`src/rtl/ofscal_pkg.sv`:
```
package ofscal_pkg;
    localparam int ADC_W_DEF   = 8;
    localparam int DAC_W_DEF   = 4;
    localparam int PGA_W_DEF   = 7;
    localparam int CNT_W_DEF   = 6;
    localparam int DAC_PRELOAD = 7;

    typedef enum logic [1:0] {SQ_IDLE, SQ_PASS1, SQ_PASS2} seq_st_t;
    typedef enum logic [1:0] {AV_IDLE, AV_WAIT, AV_ACC, AV_DIV} avg_st_t;
endpackage

```
`src/rtl/ofscal_divider.sv`:
```
module ofscal_divider #(
    parameter int N  = 14,
    parameter int D  = 6,
    parameter int QW = 8
) (
    input  logic          clk,
    input  logic          rst,
    input  logic          start,
    input  logic [N-1:0]  dividend,
    input  logic [D-1:0]  divisor,
    output logic          done,
    output logic [QW-1:0] quot
);
    localparam int CW = $clog2(N + 1);

    logic [N-1:0]  dvd;
    logic [D-1:0]  rem, dsr;
    logic [QW-1:0] q;
    logic [CW-1:0] steps;
    logic          run;
    logic [D:0]    shifted, trial;
    logic          fits;

    always_comb begin
        shifted = {rem, dvd[N-1]};
        fits    = shifted >= {1'b0, dsr};
        trial   = fits ? (shifted - {1'b0, dsr}) : shifted;
    end

    always_ff @(posedge clk) begin
        done <= 1'b0;
        if (rst) begin
            run   <= 1'b0;
            dvd   <= '0;
            rem   <= '0;
            dsr   <= '0;
            q     <= '0;
            steps <= '0;
        end else if (start) begin
            run   <= 1'b1;
            dvd   <= dividend;
            dsr   <= divisor;
            rem   <= '0;
            q     <= '0;
            steps <= CW'(N);
        end else if (run) begin
            dvd   <= dvd << 1;
            rem   <= trial[D-1:0];
            q     <= {q[QW-2:0], fits};
            steps <= steps - 1'b1;
            if (steps == CW'(1)) begin
                run  <= 1'b0;
                done <= 1'b1;
            end
        end
    end

    assign quot = q;
endmodule

```
`src/rtl/ofscal_line_avg.sv`:
```
module ofscal_line_avg import ofscal_pkg::*; #(
    parameter int ADC_W = ADC_W_DEF,
    parameter int CNT_W = CNT_W_DEF
) (
    input  logic             clk,
    input  logic             rst,
    input  logic             arm,
    input  logic [ADC_W-1:0] pix_data,
    input  logic             pix_valid,
    input  logic             line_start,
    input  logic             line_end,
    output logic             avg_done,
    output logic [ADC_W-1:0] avg_val,
    output logic             avg_zero
);
    localparam int SUM_W = ADC_W + CNT_W;

    avg_st_t          st;
    logic [SUM_W-1:0] sum, sum_nxt, first_sum;
    logic [CNT_W-1:0] cnt, cnt_nxt;
    logic             div_go, div_done;
    logic [ADC_W-1:0] quot;

    always_comb begin
        first_sum = pix_valid ? SUM_W'(pix_data) : '0;
        sum_nxt   = sum + first_sum;
        cnt_nxt   = cnt + CNT_W'(pix_valid);
        div_go    = (st == AV_ACC) && line_end && (cnt_nxt != '0);
    end

    ofscal_divider #(.N(SUM_W), .D(CNT_W), .QW(ADC_W)) u_div (
        .clk      (clk),
        .rst      (rst),
        .start    (div_go),
        .dividend (sum_nxt),
        .divisor  (cnt_nxt),
        .done     (div_done),
        .quot     (quot)
    );

    always_ff @(posedge clk) begin
        avg_done <= 1'b0;
        if (rst) begin
            st       <= AV_IDLE;
            sum      <= '0;
            cnt      <= '0;
            avg_val  <= '0;
            avg_zero <= 1'b0;
        end else begin
            case (st)
                AV_IDLE: if (arm) st <= AV_WAIT;
                AV_WAIT: if (line_start) begin
                    sum <= first_sum;
                    cnt <= CNT_W'(pix_valid);
                    st  <= AV_ACC;
                end
                AV_ACC: begin
                    sum <= sum_nxt;
                    cnt <= cnt_nxt;
                    if (line_end) begin
                        if (cnt_nxt == '0) begin
                            avg_val  <= '0;
                            avg_zero <= 1'b1;
                            avg_done <= 1'b1;
                            st       <= AV_IDLE;
                        end else begin
                            avg_zero <= 1'b0;
                            st       <= AV_DIV;
                        end
                    end
                end
                AV_DIV: if (div_done) begin
                    avg_val  <= quot;
                    avg_done <= 1'b1;
                    st       <= AV_IDLE;
                end
                default: st <= AV_IDLE;
            endcase
        end
    end
endmodule

```
`src/rtl/ofscal_seq.sv`:
```
module ofscal_seq import ofscal_pkg::*; #(
    parameter int ADC_W = ADC_W_DEF,
    parameter int DAC_W = DAC_W_DEF,
    parameter int PGA_W = PGA_W_DEF,
    parameter int CNT_W = CNT_W_DEF
) (
    input  logic             clk,
    input  logic             rst,
    input  logic             cal_start,
    input  logic [PGA_W-1:0] gain_code_req,
    input  logic [ADC_W-1:0] pix_data,
    input  logic             pix_valid,
    input  logic             line_start,
    input  logic             line_end,
    output logic [DAC_W-1:0] dac_code,
    output logic             ofs_add,
    output logic [PGA_W-1:0] pga_code,
    output logic             vga_en,
    output logic             busy,
    output logic             done,
    output logic             cal_err
);
    localparam int XW      = ADC_W + 2;
    localparam int DAC_MAX = (1 << DAC_W) - 1;

    seq_st_t                st;
    logic                   arm, avg_done, avg_zero, b1_zero;
    logic [ADC_W-1:0]       avg_val, b1;
    logic [PGA_W-1:0]       saved_pga;
    logic signed [XW-1:0]   raw;
    logic                   sat_lo, sat_hi, add_nxt;
    logic [DAC_W-1:0]       code_nxt;

    assign arm = ((st == SQ_IDLE) && cal_start) || ((st == SQ_PASS1) && avg_done);

    ofscal_line_avg #(.ADC_W(ADC_W), .CNT_W(CNT_W)) u_avg (
        .clk        (clk),
        .rst        (rst),
        .arm        (arm),
        .pix_data   (pix_data),
        .pix_valid  (pix_valid),
        .line_start (line_start),
        .line_end   (line_end),
        .avg_done   (avg_done),
        .avg_val    (avg_val),
        .avg_zero   (avg_zero)
    );

    // Result arithmetic on B1 (held) and B2 (arriving from the averager).
    always_comb begin
        raw     = $signed(XW'(DAC_PRELOAD)) + $signed({2'b00, b1}) - $signed({2'b00, avg_val});
        sat_lo  = raw < 0;
        sat_hi  = raw > $signed(XW'(DAC_MAX));
        add_nxt = {b1, 1'b0} < {1'b0, avg_val};
        if (sat_lo)      code_nxt = '0;
        else if (sat_hi) code_nxt = '1;
        else             code_nxt = raw[DAC_W-1:0];
    end

    always_ff @(posedge clk) begin
        done <= 1'b0;
        if (rst) begin
            st        <= SQ_IDLE;
            dac_code  <= '0;
            ofs_add   <= 1'b0;
            pga_code  <= '0;
            vga_en    <= 1'b1;
            busy      <= 1'b0;
            cal_err   <= 1'b0;
            b1        <= '0;
            b1_zero   <= 1'b0;
            saved_pga <= '0;
        end else begin
            case (st)
                SQ_IDLE: begin
                    pga_code <= gain_code_req;
                    if (cal_start) begin
                        saved_pga <= gain_code_req;
                        pga_code  <= '0;
                        dac_code  <= DAC_W'(DAC_PRELOAD);
                        ofs_add   <= 1'b0;
                        vga_en    <= 1'b0;
                        busy      <= 1'b1;
                        cal_err   <= 1'b0;
                        st        <= SQ_PASS1;
                    end
                end
                SQ_PASS1: if (avg_done) begin
                    b1       <= avg_val;
                    b1_zero  <= avg_zero;
                    pga_code <= '1;
                    st       <= SQ_PASS2;
                end
                SQ_PASS2: if (avg_done) begin
                    dac_code <= code_nxt;
                    ofs_add  <= add_nxt;
                    cal_err  <= b1_zero | avg_zero | sat_lo | sat_hi;
                    pga_code <= saved_pga;
                    vga_en   <= 1'b1;
                    busy     <= 1'b0;
                    done     <= 1'b1;
                    st       <= SQ_IDLE;
                end
                default: st <= SQ_IDLE;
            endcase
        end
    end
endmodule

```
`config.mk`:
```
export PLATFORM = sky130hd
export DESIGN_NAME = ofscal_seq
export DESIGN_NICKNAME = d
export VERILOG_FILES = /design/src/rtl/ofscal_pkg.sv /design/src/rtl/ofscal_divider.sv /design/src/rtl/ofscal_line_avg.sv /design/src/rtl/ofscal_seq.sv
export SDC_FILE = /design/constraint.sdc
export NUM_CORES = 1
export LEC_CHECK = 0
export BUFFER_PORTS_ARGS = -buffer_cell sky130_fd_sc_hd__clkbuf_2
export CAP_MARGIN = 20
export CORE_MARGIN = 4
export CORE_UTILIZATION = 55
export CTS_CLUSTER_DIAMETER = 50
export CTS_CLUSTER_SIZE = 12
export DETAILED_ROUTE_END_ITERATION = 16
export HOLD_SLACK_MARGIN = 0.08
export PLACE_DENSITY = 0.76
export RECOVER_POWER = 50
export SLEW_MARGIN = 20
export SYNTH_ARGS = -nofsm -noshare
export SYNTH_HDL_FRONTEND = slang
export SYNTH_SLANG_ARGS = --single-unit
```
`constraint.sdc`:
```
create_clock -name clk -period 2.8 [get_ports clk]
set_input_delay 0.7 -clock clk [delete_from_list [all_inputs] [get_ports clk]]
set_output_delay 0.7 -clock clk [all_outputs]
set_load 0.005 [all_outputs]
```
# Word level (Yosys, flattened, before mapping)
# Cells that the tools add are included.
# word_totals
reg_bits	106
in_bits	21
wordCells	132
# classes
n_addsub	6
n_lt_le_gt_ge	4
n_eq_ne	14
muxes	52
n_bitwise	5
reduce_logical	26
# ops
op	count
$mux W14	3
$mux W8	4
$pmux W14 S2	1
$mux W4	6
$mux W7	3
$pmux W7 S3	1
$mux W2	8
$pmux W8 S2	1
$add A14 B14 Y14	1
$mux W1	14
$mux W6	2
$ne A2 B2 Y1 const B	6
$pmux W6 S2	1
$gt A10 B5 Y1 const B	1
$lt A10 B1 Y1 const B	1
$pmux W1 S2	5
$sub A9 B8 Y10	1
$add A3 B8 Y9 const A	1
$lt A9 B8 Y1	1
$reduce_and A3 Y1	3
$pmux W2 S4	1
$pmux W4 S2	1
$reduce_and A2 Y1	4
$reduce_and A4 Y1	2
other kinds (20)	35

# Depth between registers and ports, before layout
# Gate-level depths: netlist of the first run.
# logic_depth
word_depth	7
ltp_mapped	11
depth_no_buf	11

# By module
# From an unflattened synthesis of the first run, not the netlist that was laid out.
# hier_totals
hier_cells	714
area_unflattened_um2	6092.1
# by_module_without_submodules
mod	n_inst	cells_per_inst	area_each_um2
ofscal_seq	1	259	2134.5
ofscal_line_avg	1	232	2010.7
ofscal_divider	1	223	1946.9

# Least setup slack after synthesis of the first run
# No wires, ideal clock.
# synth_timing
kind	input port to flip-flop
start	input pix_data[0]
end	register u_avg.sum[12]
setup_ns	0.071
arrival_ns	2.585
path_slack_ns	0.144
stages	10
path_buffers	0
path_cell_list	and2_1 > ha_1 > inv_1 > fa_1 > nor2b_1 > o2111ai_1 > a31oi_1 > nand4_1 > or3_1 > a21oi_1
# synth_via
elab_chain_cells	3
# synth_rtl
item	line	source
start, declared	ofscal_seq.sv:11	input logic [ADC_W-1:0] pix_data,
$mux W8	ofscal_line_avg.sv:25	first_sum = pix_valid ? SUM_W'(pix_data) : '0;
$add A14 B14 Y14	ofscal_line_avg.sv:26	sum_nxt = sum + first_sum;
$pmux W14 S2	ofscal_line_avg.sv:50	case (st)
end signal, assigned	ofscal_line_avg.sv:53	sum <= first_sum;
end signal, assigned	ofscal_line_avg.sv:58	sum <= sum_nxt;
end, declared	ofscal_line_avg.sv:19	logic [SUM_W-1:0] sum, sum_nxt, first_sum;
# No other way between the ends.
# A chain may end at the register's enable or synchronous reset.

# Worst setup path in the final report of the first run
# layout_timing
start	register u_avg.avg_val[6]
end	register dac_code[1]
# layout_via
elab_chain_cells	6
elab_cells_between_ends	7
classes_between	1 x add/sub; 2 x order compare; 4 x mux
# layout_rtl
item	line	source
start, declared	ofscal_line_avg.sv:13	output logic [ADC_W-1:0] avg_val,
start signal, assigned	ofscal_line_avg.sv:73	avg_val <= quot;
$sub A9 B8 Y10 *	ofscal_seq.sv:51	raw = $signed(XW'(DAC_PRELOAD)) + $signed({2'b00, b1}) - $signed({2'b00, avg_val});
$gt A10 B5 Y1	ofscal_seq.sv:53	sat_hi = raw > $signed(XW'(DAC_MAX));
$mux W4	ofscal_seq.sv:56	else if (sat_hi) code_nxt = '1;
$mux W4 *	ofscal_seq.sv:55	if (sat_lo) code_nxt = '0;
$mux W4 *	ofscal_seq.sv:94	SQ_PASS2: if (avg_done) begin
$pmux W4 S2 *	ofscal_seq.sv:74	case (st)
end signal, assigned	ofscal_seq.sv:80	dac_code <= DAC_W'(DAC_PRELOAD);
end signal, assigned	ofscal_seq.sv:95	dac_code <= code_nxt;
end, declared	ofscal_seq.sv:15	output logic [DAC_W-1:0] dac_code,
# Mark *: on every way between the ends. The rest lies on a longest branch, timed or not. The select of a mux whose other input is x is not followed.

==> impl_metrics.yaml, run 1 <==
clock_tree:
  htree_levels: 3
  cts_tree: "built"
  cts_buffers: 9
  clkLatencyLatePin_ns: 0.38
  clk_path_buf_depth: 2
  clock-root-buffer: "clkbuf_8"
  path_clk_slew_ns: 0.11
  cts.sinks: 106
finish:
  final_common_cell: "dfxtp_1"
  layout_common_cells: "dfxtp_1 (104), nand2_1 (66), nor2_1 (66), a21oi_1 (59), ha_1 (44)"
  nNetsFinal: 786
  n_antenna_cell: 0
  multi_input_area_mm2: 0.00349
  regArea_mm2: 0.00212
  drive_above_1_share_pct: 13.2
  area_growth_pct: 9.12
  fillers: 918
  fin_cells: 857
  design_area_mm2: 0.00648
grt:
  antenna_found_initial: 0
  grtUsageTotal_pct: 20.5
  gr-total-overflow: 0
  grt_pass1_vias: 4785
  grt_pass1_wl_mm: 21.8
  grt_max_degree: 35
timing:
  setup_viol_count_final: 0
  slew_headroom_pct: 25.8
  worst_pin_slew_ns: 1.11
  drv_slew: 0
  fin_setup_tns_ns: 0
  rsz0062_at_grt: "false"
  timing.fmax_mhz: 387
  post-route-period-util_pct: 92.2
  skew_ns: 0.00959
  fin_crit_ns: 2.58
  final_hold_viol_count: 0
  whs_ns: 0.465
setup_path:
  arrival_ns: 2.86
  criticalPathCategory: "reg2reg"
  crit_chain: "inv_1, ha_1, inv_1, fa_1, nand2_1, mux2_2, o22ai_1, o2111ai_1, nand2b_1, o221a_2"
  startpoint_type: "register"
  r2r_slack_ns: 0.22
  crit_slowest_cell: "fa_1"
  cp_max_fo: 6
  end_kind: "register"
  cp_common_cell: "inv_1"
  crit_path_max_incr_delay_ns: 0.61
  crit_required_ns: 3.08
power_and_ir_drop:
  power_leakage_uw: 0.00248
  vdd_drop_max_mv: 0.320
  power_density_mw_per_mm2: 469
die:
  rows: 37
  pin_count: 37
  dieArea_mm2: 0.0125
  start_util_pct: 57.0
  die_x_um: 112
  die_h_um: 112
  core_area_mm2: 0.0104
routing:
  routed_wl_mm: 12.3
  wl_met2_mm: 6.07
  top_layer: "met4"
  wl_met1_mm: 5.78
  ant_nets: 0
  avgRoutedWirePerCell_um: 14.4
  vias_per_cell: 5.72
  wl_met3_um: 316
  first_pass_iters: 5
  drcViolationCount: 0
  vias: 4904
  drtIter0Drc: 264
logic_synthesis:
  synth-warning-count: 0
  syn_inst: 686
  async_reset_ff_share_pct: 0
  ys_types: 66
  syn_area_per_cell_um2: 8.66
  seq_area_frac_synth_pct: 35.7
  synth.net_count: 755
  synth-edff-count: 0
  synth-main-ff-cell: "dfxtp_1"
  synth_area_mm2: 0.00594
  ys_ff_latch: 106
place:
  place_area_mm2: 0.00629
  io_buffers: 36
  hpwl_mm: 9.01
  gp_congestion: 0.951
  post-place-cells: 842
status:
  outcome: "finished clean"
job:
  maxCapViolCount: 0
worst_hold_path:
  hold_class: "reg2reg"
[where the power goes]
part / switching [uW] / internal (uW) / total (uW)
clock: 532 / 504 / 1040
combinational: 237 / 168 / 405
sequential: 40.9 / 1560 / 1600
[final timing paths]
| path | startpoint | endpoint | cells after the start |
|---|---|---|---|
| hold / removal | saved_pga[5]$_SDFFE_PP0P_ | saved_pga[5]$_SDFFE_PP0P_ | 2 |
| hold reg to reg | saved_pga[5]$_SDFFE_PP0P_ | saved_pga[5]$_SDFFE_PP0P_ | 2 |
| setup reg to reg | u_avg.avg_val[6]$_SDFFE_PP0P_ | dac_code[1]$_SDFFE_PP0P_ | 10 |
| setup / recovery | u_avg.avg_val[6]$_SDFFE_PP0P_ | dac_code[1]$_SDFFE_PP0P_ | 10 |
[final cells by class]
cell class	instances	share of cell area [%]
sequential	106	32.8
clock inverter	6	1.39
inverter	36	2.08
tap	136	2.63
multi-input combinational	504	53.8
clock buffer	9	1.91
timing repair buffer	60	5.41
[worst max-delay path: cells and delay by family, from the launching register on]
family	cells	cell delay, ns
fa+ha+maj	2	0.78
buf+inv	2	0.14
mux	1	0.28
compound gates	3	0.61
flops	1	0.34
simple gates	2	0.33
[stage by stage]
stage          power [uW]  util, %  setup slack (ns)
3_3_place_gp         2030     60.3            0.0100
5_1_grt              3190     62.2            0.0193
4_1_cts              3080     62.4            0.0622
3_5_place_dp         2050     60.3            -0.108
6_report             3040     62.2             0.218
2_1_floorplan        1920        -             0.144
[repair_timing]
| action | 4_1_cts | 5_1_grt |
|---|---|---|
| setup buffers | 0 | 0 |
| gates resized for setup | 0 | 5 |
| hold buffers | 0 | 0 |
| endpoints found under the hold margin | 0 | 0 |
| setup endpoints to repair | 0 | 6 |
[registers in the layout, indices dropped and copies added (netlist names), 7 cells and up]
name	count
u_avg.sum	14
u_avg.u_div.dvd	14
b1	8
u_avg.avg_val	8
u_avg.u_div.quot	8
pga_code	7
saved_pga	7
[logic make-up after synthesis]
logic type	count (synthesis)	share of synthesized area [%]
compound gates	191	22.9
xor+xnor	21	3.10
fa+ha+maj	48	10.6
buf+inv	76	5.60
flops	106	35.7
mux	23	3.90
simple gates	221	18.1
[routing by layer]
layer	vias up	global-route usage (%)
met5	-	0
met4	0	6.49
met3	12	3.37
met2	56	35.0
met1	2337	26.3
li1	2499	-
[cell usage after synthesis (3+ instances only)]
cell type	n	share of area, %
a211oi_2	12	2.5
nand4_1	4	0.42
nor3b_1	9	1.1
nand2b_1	11	1.2
a22o_1	8	1.2
xor2_1	8	1.2
a21oi_1	60	5.1
mux2i_1	22	3.7
nor3_1	4	0.34
xnor2_1	13	1.9
o21a_1	6	0.76
nand2_1	66	4.2
nor2b_1	11	1.2
ha_1	44	9.3
o221a_2	3	0.57
a211oi_1	33	4.2
nor4_1	4	0.42
o31ai_1	3	0.38
dfxtp_1	106	36
o21ai_0	19	1.6
a31oi_1	3	0.32
nor2_1	66	4.2
fa_1	4	1.3
and2_1	8	0.84
a21o_1	13	1.6
clkbuf_1	29	1.8
buf_2	4	0.34
nand3_1	16	1.3
o211ai_1	4	0.51
or3_1	4	0.42
o2111ai_1	3	0.44
and3_1	5	0.53
inv_1	36	2.3
Note: power is estimated with default switching activity, not from simulation.
==> inputs of run 2 (changes only) <==
HOLD_SLACK_MARGIN = 0.1   (was 0.08)
RECOVER_POWER = unset   (was 50)
==> run 2 against run 1 <==
Net effect:
- maximum frequency grew 0.66%
- setup slack gained 0.017 ns
- clock skew grew 0.0028 ns
- largest cell class unchanged
- wire length shrank 0.15%
- non-clock buffer count is the same
- critical endpoint unchanged
==> impl_metrics.yaml, run 2 (same netlist as run 1, synthesis figures left out) <==
setup_path:
  cp.buffers_inverters: 2
  criticalPathCategory: "reg2reg"
  arrival_ns: 2.84
  startpoint_type: "register"
  crit_slowest_cell: "fa_1"
  crit_required_ns: 3.08
  crit_path_max_incr_delay_ns: 0.61
  r2r_slack_ns: 0.23
  crit_path_start: "u_avg.avg_val[6]$_SDFFE_PP0P_"
  crit_chain: "inv_1, ha_1, inv_1, fa_1, nand2_1, mux2_2, o22ai_1, o2111ai_1, nand2b_1, o221a_2"
  r2r_end: "dac_code[1]$_SDFFE_PP0P_"
  cp_max_fo: 6
  worst-r2r-cell-count: 10
  path_delay_family: "adder cells"
  end_kind: "register"
  cp_common_cell: "inv_1"
  r2r-start: "u_avg.avg_val[6]$_SDFFE_PP0P_"
clock_tree:
  cts_hold_buffers: 0
  cts_buffers: 9
  clk_path_buf_depth: 2
  cts_tree: "built"
  path_clk_slew_ns: 0.11
  clkLatencyLatePin_ns: 0.38
  cts.sinks: 106
  htree_levels: 3
  clock-root-buffer: "clkbuf_8"
grt:
  grt_pass1_wl_mm: 21.8
  grtUsageTotal_pct: 20.5
  antenna_found_initial: 0
  grt_pass1_vias: 4785
  grt_max_degree: 35
  gr-total-overflow: 0
routing:
  routed_wl_mm: 12.3
  drtIter0Drc: 264
  drcViolationCount: 0
  vias: 4892
  first_pass_iters: 4
  avgRoutedWirePerCell_um: 14.3
  ant_nets: 0
  vias_per_cell: 5.71
finish:
  layout_common_cells: "dfxtp_1 (104), nand2_1 (66), nor2_1 (66), a21oi_1 (59), ha_1 (44)"
  multi_input_area_mm2: 0.00350
  n_antenna_cell: 0
  drive_above_1_share_pct: 15.3
  largestRegisters: "u_avg.sum: 14 flops, u_avg.u_div.dvd: 14 flops"
  regArea_mm2: 0.00212
  area_growth_pct: 9.77
  final_common_cell: "dfxtp_1"
  fin_util_pct: 62.6
  fillers: 904
  nNetsFinal: 786
place:
  hpwl_mm: 9.01
  gp_congestion: 0.951
  io_buffers: 36
power_and_ir_drop:
  vdd_drop_max_mv: 0.323
  total_power_uw: 3050
  power_density_mw_per_mm2: 468
  power_leakage_uw: 0.00252
job:
  maxCapViolCount: 0
die:
  rows: 37
  die_x_um: 112
  pin_count: 37
  start_util_pct: 57.0
  core_area_mm2: 0.0104
  die_h_um: 112
  dieArea_mm2: 0.0125
worst_hold_path:
  min_to: "saved_pga[5]$_SDFFE_PP0P_"
  hold_class: "reg2reg"
  hold_path_startpoint: "saved_pga[5]$_SDFFE_PP0P_"
  hold_depth: 2
timing:
  final_hold_viol_count: 0
  rsz0062_at_grt: "false"
  post-route-period-util_pct: 91.6
  setup_viol_count_final: 0
  timing.fmax_mhz: 390
  drv_slew: 0
  slew_headroom_pct: 57.7
  fin_crit_ns: 2.57
  skew_ns: 0.0124
  worst_pin_slew_ns: 0.633
status:
  outcome: "finished clean"
[run 2: power breakdown]
| group | switching [uW] | internal [uW] | total (uW) |
|---|---|---|---|
| Clock | 536 | 504 | 1040 |
| Combinational | 238 | 175 | 413 |
| Sequential | 40.9 | 1560 | 1600 |
[run 2: worst max path at each step]
stage                                       to  slack (ns)  cells past startpoint
global route          dac_code[1]$_SDFFE_PP0P_        0.02                     11
floorplan           u_avg.sum[12]$_SDFFE_PP0P_        0.14                     10
finish                dac_code[1]$_SDFFE_PP0P_        0.23                     10
detailed placement  u_avg.sum[12]$_SDFFE_PP0P_       -0.11                     11
global placement    u_avg.sum[12]$_SDFFE_PP0P_        0.01                     11
CTS                   dac_code[1]$_SDFFE_PP0P_        0.06                     11
[run 2: area by class of cell]
class	instances	share of cell area, %
repair buffers	60	5.72
flip-flops and latches	106	32.6
well taps	136	2.61
clock inverters	6	1.38
inverters	36	2.07
clock buffers	9	1.90
multi-input cells	504	53.7
[run 2: timing repair]
| item | 4_1_cts | 5_1_grt |
|---|---|---|
| gates resized for setup | 0 | 5 |
| setup endpoints to repair | 0 | 6 |
| setup buffers | 0 | 0 |
[run 2: worst register-to-register path: stages (launching register included)]
cell and delay, ns:
dfxtp_1 0.34, inv_1 0.08, ha_1 0.17, inv_1 0.06, fa_1 0.61, nand2_1 0.09
mux2_2 0.27, o22ai_1 0.15, o2111ai_1 0.20, nand2b_1 0.24, o221a_2 0.26
[run 2: per-layer routing]
layer	track usage (%)	part of all wire, %
met5	0	0
met4	6.49	0.99
met3	3.37	3.0
met2	35.0	49
met1	26.3	47
[run 2: metrics by stage]
| step | cells | setup slack (ns) | hold WS (ns) | setup TNS (ns) | area [um^2] |
|---|---|---|---|---|---|
| floorplan | 686 | 0.144 | 0.436 | 0 | 5940 |
| global placement | 842 | 0.0100 | 0.437 | 0 | 6290 |
| detailed placement | 842 | -0.108 | 0.442 | -0.224 | 6290 |
| CTS | 857 | 0.0622 | 0.466 | 0 | 6500 |
| global route | 857 | 0.0193 | 0.499 | 0 | 6520 |
| finish | 857 | 0.235 | 0.465 | 0 | 6520 |
==> inputs of run 3 (changes only) <==
CORE_MARGIN = unset   (was 4)
==> run 3 against run 2 <==
Net effect:
- sequential cell count is the same
- count of clock-buffer cells in the layout increased by 2
- setup slack worse by 0.029 ns
- final cell count did not move
- power decreased by 2.2%
- clock skew fell by 0.0026 ns
- sequential share of layout area is essentially flat
- maximum frequency decreased by 1.1%
- first-iteration DRC count fell by 9.8%
- critical path type is now in2reg
==> impl_metrics.yaml, run 3 (same netlist as run 1, synthesis figures left out) <==
status:
  outcome: "finished clean"
place:
  post-place-cells: 842
  hpwl_mm: 8.92
  place_area_mm2: 0.00629
  gp_congestion: 0.859
  io_buffers: 36
clock_tree:
  clk_path_buf_depth: 2
  cts.sinks: 106
  clock-root-buffer: "clkbuf_8"
  htree_levels: 3
  cts_tree: "built"
  post_cts_buffers: 0
  clkLatencyLatePin_ns: 0.36
  cts_buffers: 9
  path_clk_slew_ns: 0.10
worst_hold_path:
  hold_path_startpoint: "saved_pga[5]$_SDFFE_PP0P_"
  hold_class: "reg2reg"
timing:
  setup_viol_count_final: 0
  final_hold_viol_count: 0
  worst_pin_slew_ns: 0.557
  fin_crit_ns: 2.59
  rsz0062_at_grt: "false"
  drv_slew: 0
  skew_ns: 0.00979
  post-route-period-util_pct: 92.6
  timing.fmax_mhz: 386
  slew_headroom_pct: 62.7
setup_path:
  crit_chain: "clkbuf_2, and2_1, ha_1, inv_1, fa_1, nor2b_1, o2111ai_1, a31oi_2, nand4_1, or3_1, a21oi_1"
  crit_path_max_incr_delay_ns: 0.40
  path_delay_family: "simple AND/OR/NAND/NOR gates"
  criticalPathCategory: "in2reg"
  cp.buffers_inverters: 2
  cp_max_fo: 3
  startpoint_type: "input pin"
  arrival_ns: 2.88
  r2r-start: "u_avg.avg_val[6]$_SDFFE_PP0P_"
  crit_path_start: "pix_valid"
  end_kind: "register"
  crit_required_ns: 3.09
  crit_slowest_cell: "fa_1"
die:
  core_area_mm2: 0.0104
  pin_count: 37
  die_x_um: 106
  dieArea_mm2: 0.0112
  start_util_pct: 57.0
  rows: 37
  die_h_um: 106
finish:
  largestRegisters: "u_avg.sum: 14 flops, u_avg.u_div.dvd: 14 flops"
  drive_above_1_share_pct: 15.1
  nNetsFinal: 786
  design_area_mm2: 0.00651
  fillers: 885
  layout_common_cells: "dfxtp_1 (105), nand2_1 (66), nor2_1 (66), a21oi_1 (59), ha_1 (44)"
  fin_cells: 857
  n_antenna_cell: 0
  area_growth_pct: 9.56
  final_common_cell: "dfxtp_1"
routing:
  wl_met3_um: 435
  wl_met2_mm: 6.10
  top_layer: "met4"
  avgRoutedWirePerCell_um: 14.4
  ant_nets: 0
  drcViolationCount: 0
  routed_wl_mm: 12.4
  wl_met1_mm: 5.61
  vias: 4967
  drtIter0Drc: 238
  vias_per_cell: 5.80
  first_pass_iters: 6
power_and_ir_drop:
  power_leakage_uw: 0.00252
  power_density_mw_per_mm2: 459
  total_power_uw: 2990
  vdd_drop_max_mv: 0.307
grt:
  grt_pass1_wl_mm: 20.9
  gr-total-overflow: 0
  antenna_found_initial: 0
  grt_max_degree: 37
  grt_pass1_vias: 4674
  grtUsageTotal_pct: 22.8
job:
  maxCapViolCount: 0
run 3: changes by cell type in the layout (fill, tap and decap cells not counted):
cell	change
dfxtp_1	+1
clkbuf_8	+2
o21ai_1	+1
dfxtp_2	-1
bufinv_16	-1
o21ai_0	-1
clkinv_4	+1
inv_6	-2
run 3: what timing repair did:
item                       CTS  global route
hold buffers                 0             0
gates resized for setup      0             5
setup endpoints to repair    0             6
run 3: final timing paths:
kind | to | slack, ns | cells past startpoint
max | u_avg.sum[12]$_SDFFE_PP0P_ | 0.21 | 11
min | saved_pga[5]$_SDFFE_PP0P_ | 0.46 | 2
max reg2reg | dac_code[1]$_SDFFE_PP0P_ | 0.22 | 10
min reg2reg | saved_pga[5]$_SDFFE_PP0P_ | 0.46 | 2
run 3: metrics by stage:
stage	TNS [ns]	util (%)	hold slack [ns]	setup WS, ns
final	0	62.5	0.462	0.206
after global routing	0	62.5	0.486	0.0370
after CTS	0	62.3	0.466	0.109
after detailed placement	-0.410	60.3	0.444	-0.179
after global placement	0	60.3	0.436	0.000804
after floorplan	0	-	0.436	0.144
run 3: layout make-up:
cell class                 instances  area [um^2]  area share [%]
tap                              136          170            2.61
sequential                       106         2120            32.6
inverter                          36          135            2.08
clock inverter                     4         51.3           0.788
clock buffer                      11          151            2.33
timing repair buffer              60          373            5.73
multi-input combinational        504         3500            53.8
run 3: metal layers:
metal	vias to the layer above	track usage [%]
li1	2497	-
met1	2357	28.5
met2	92	39.5
met5	-	0
met3	21	3.62
met4	0	8.33
run 3: report_power, final:
group	switching [uW]	internal [uW]
registers	40.2	1560
clock network	510	458
logic	243	175
run 3: worst min-delay path, stage by stage, from the launching register on:
cell     delay [ns]
dfxtp_1        0.32
nand2_1        0.05
a21oi_1        0.05
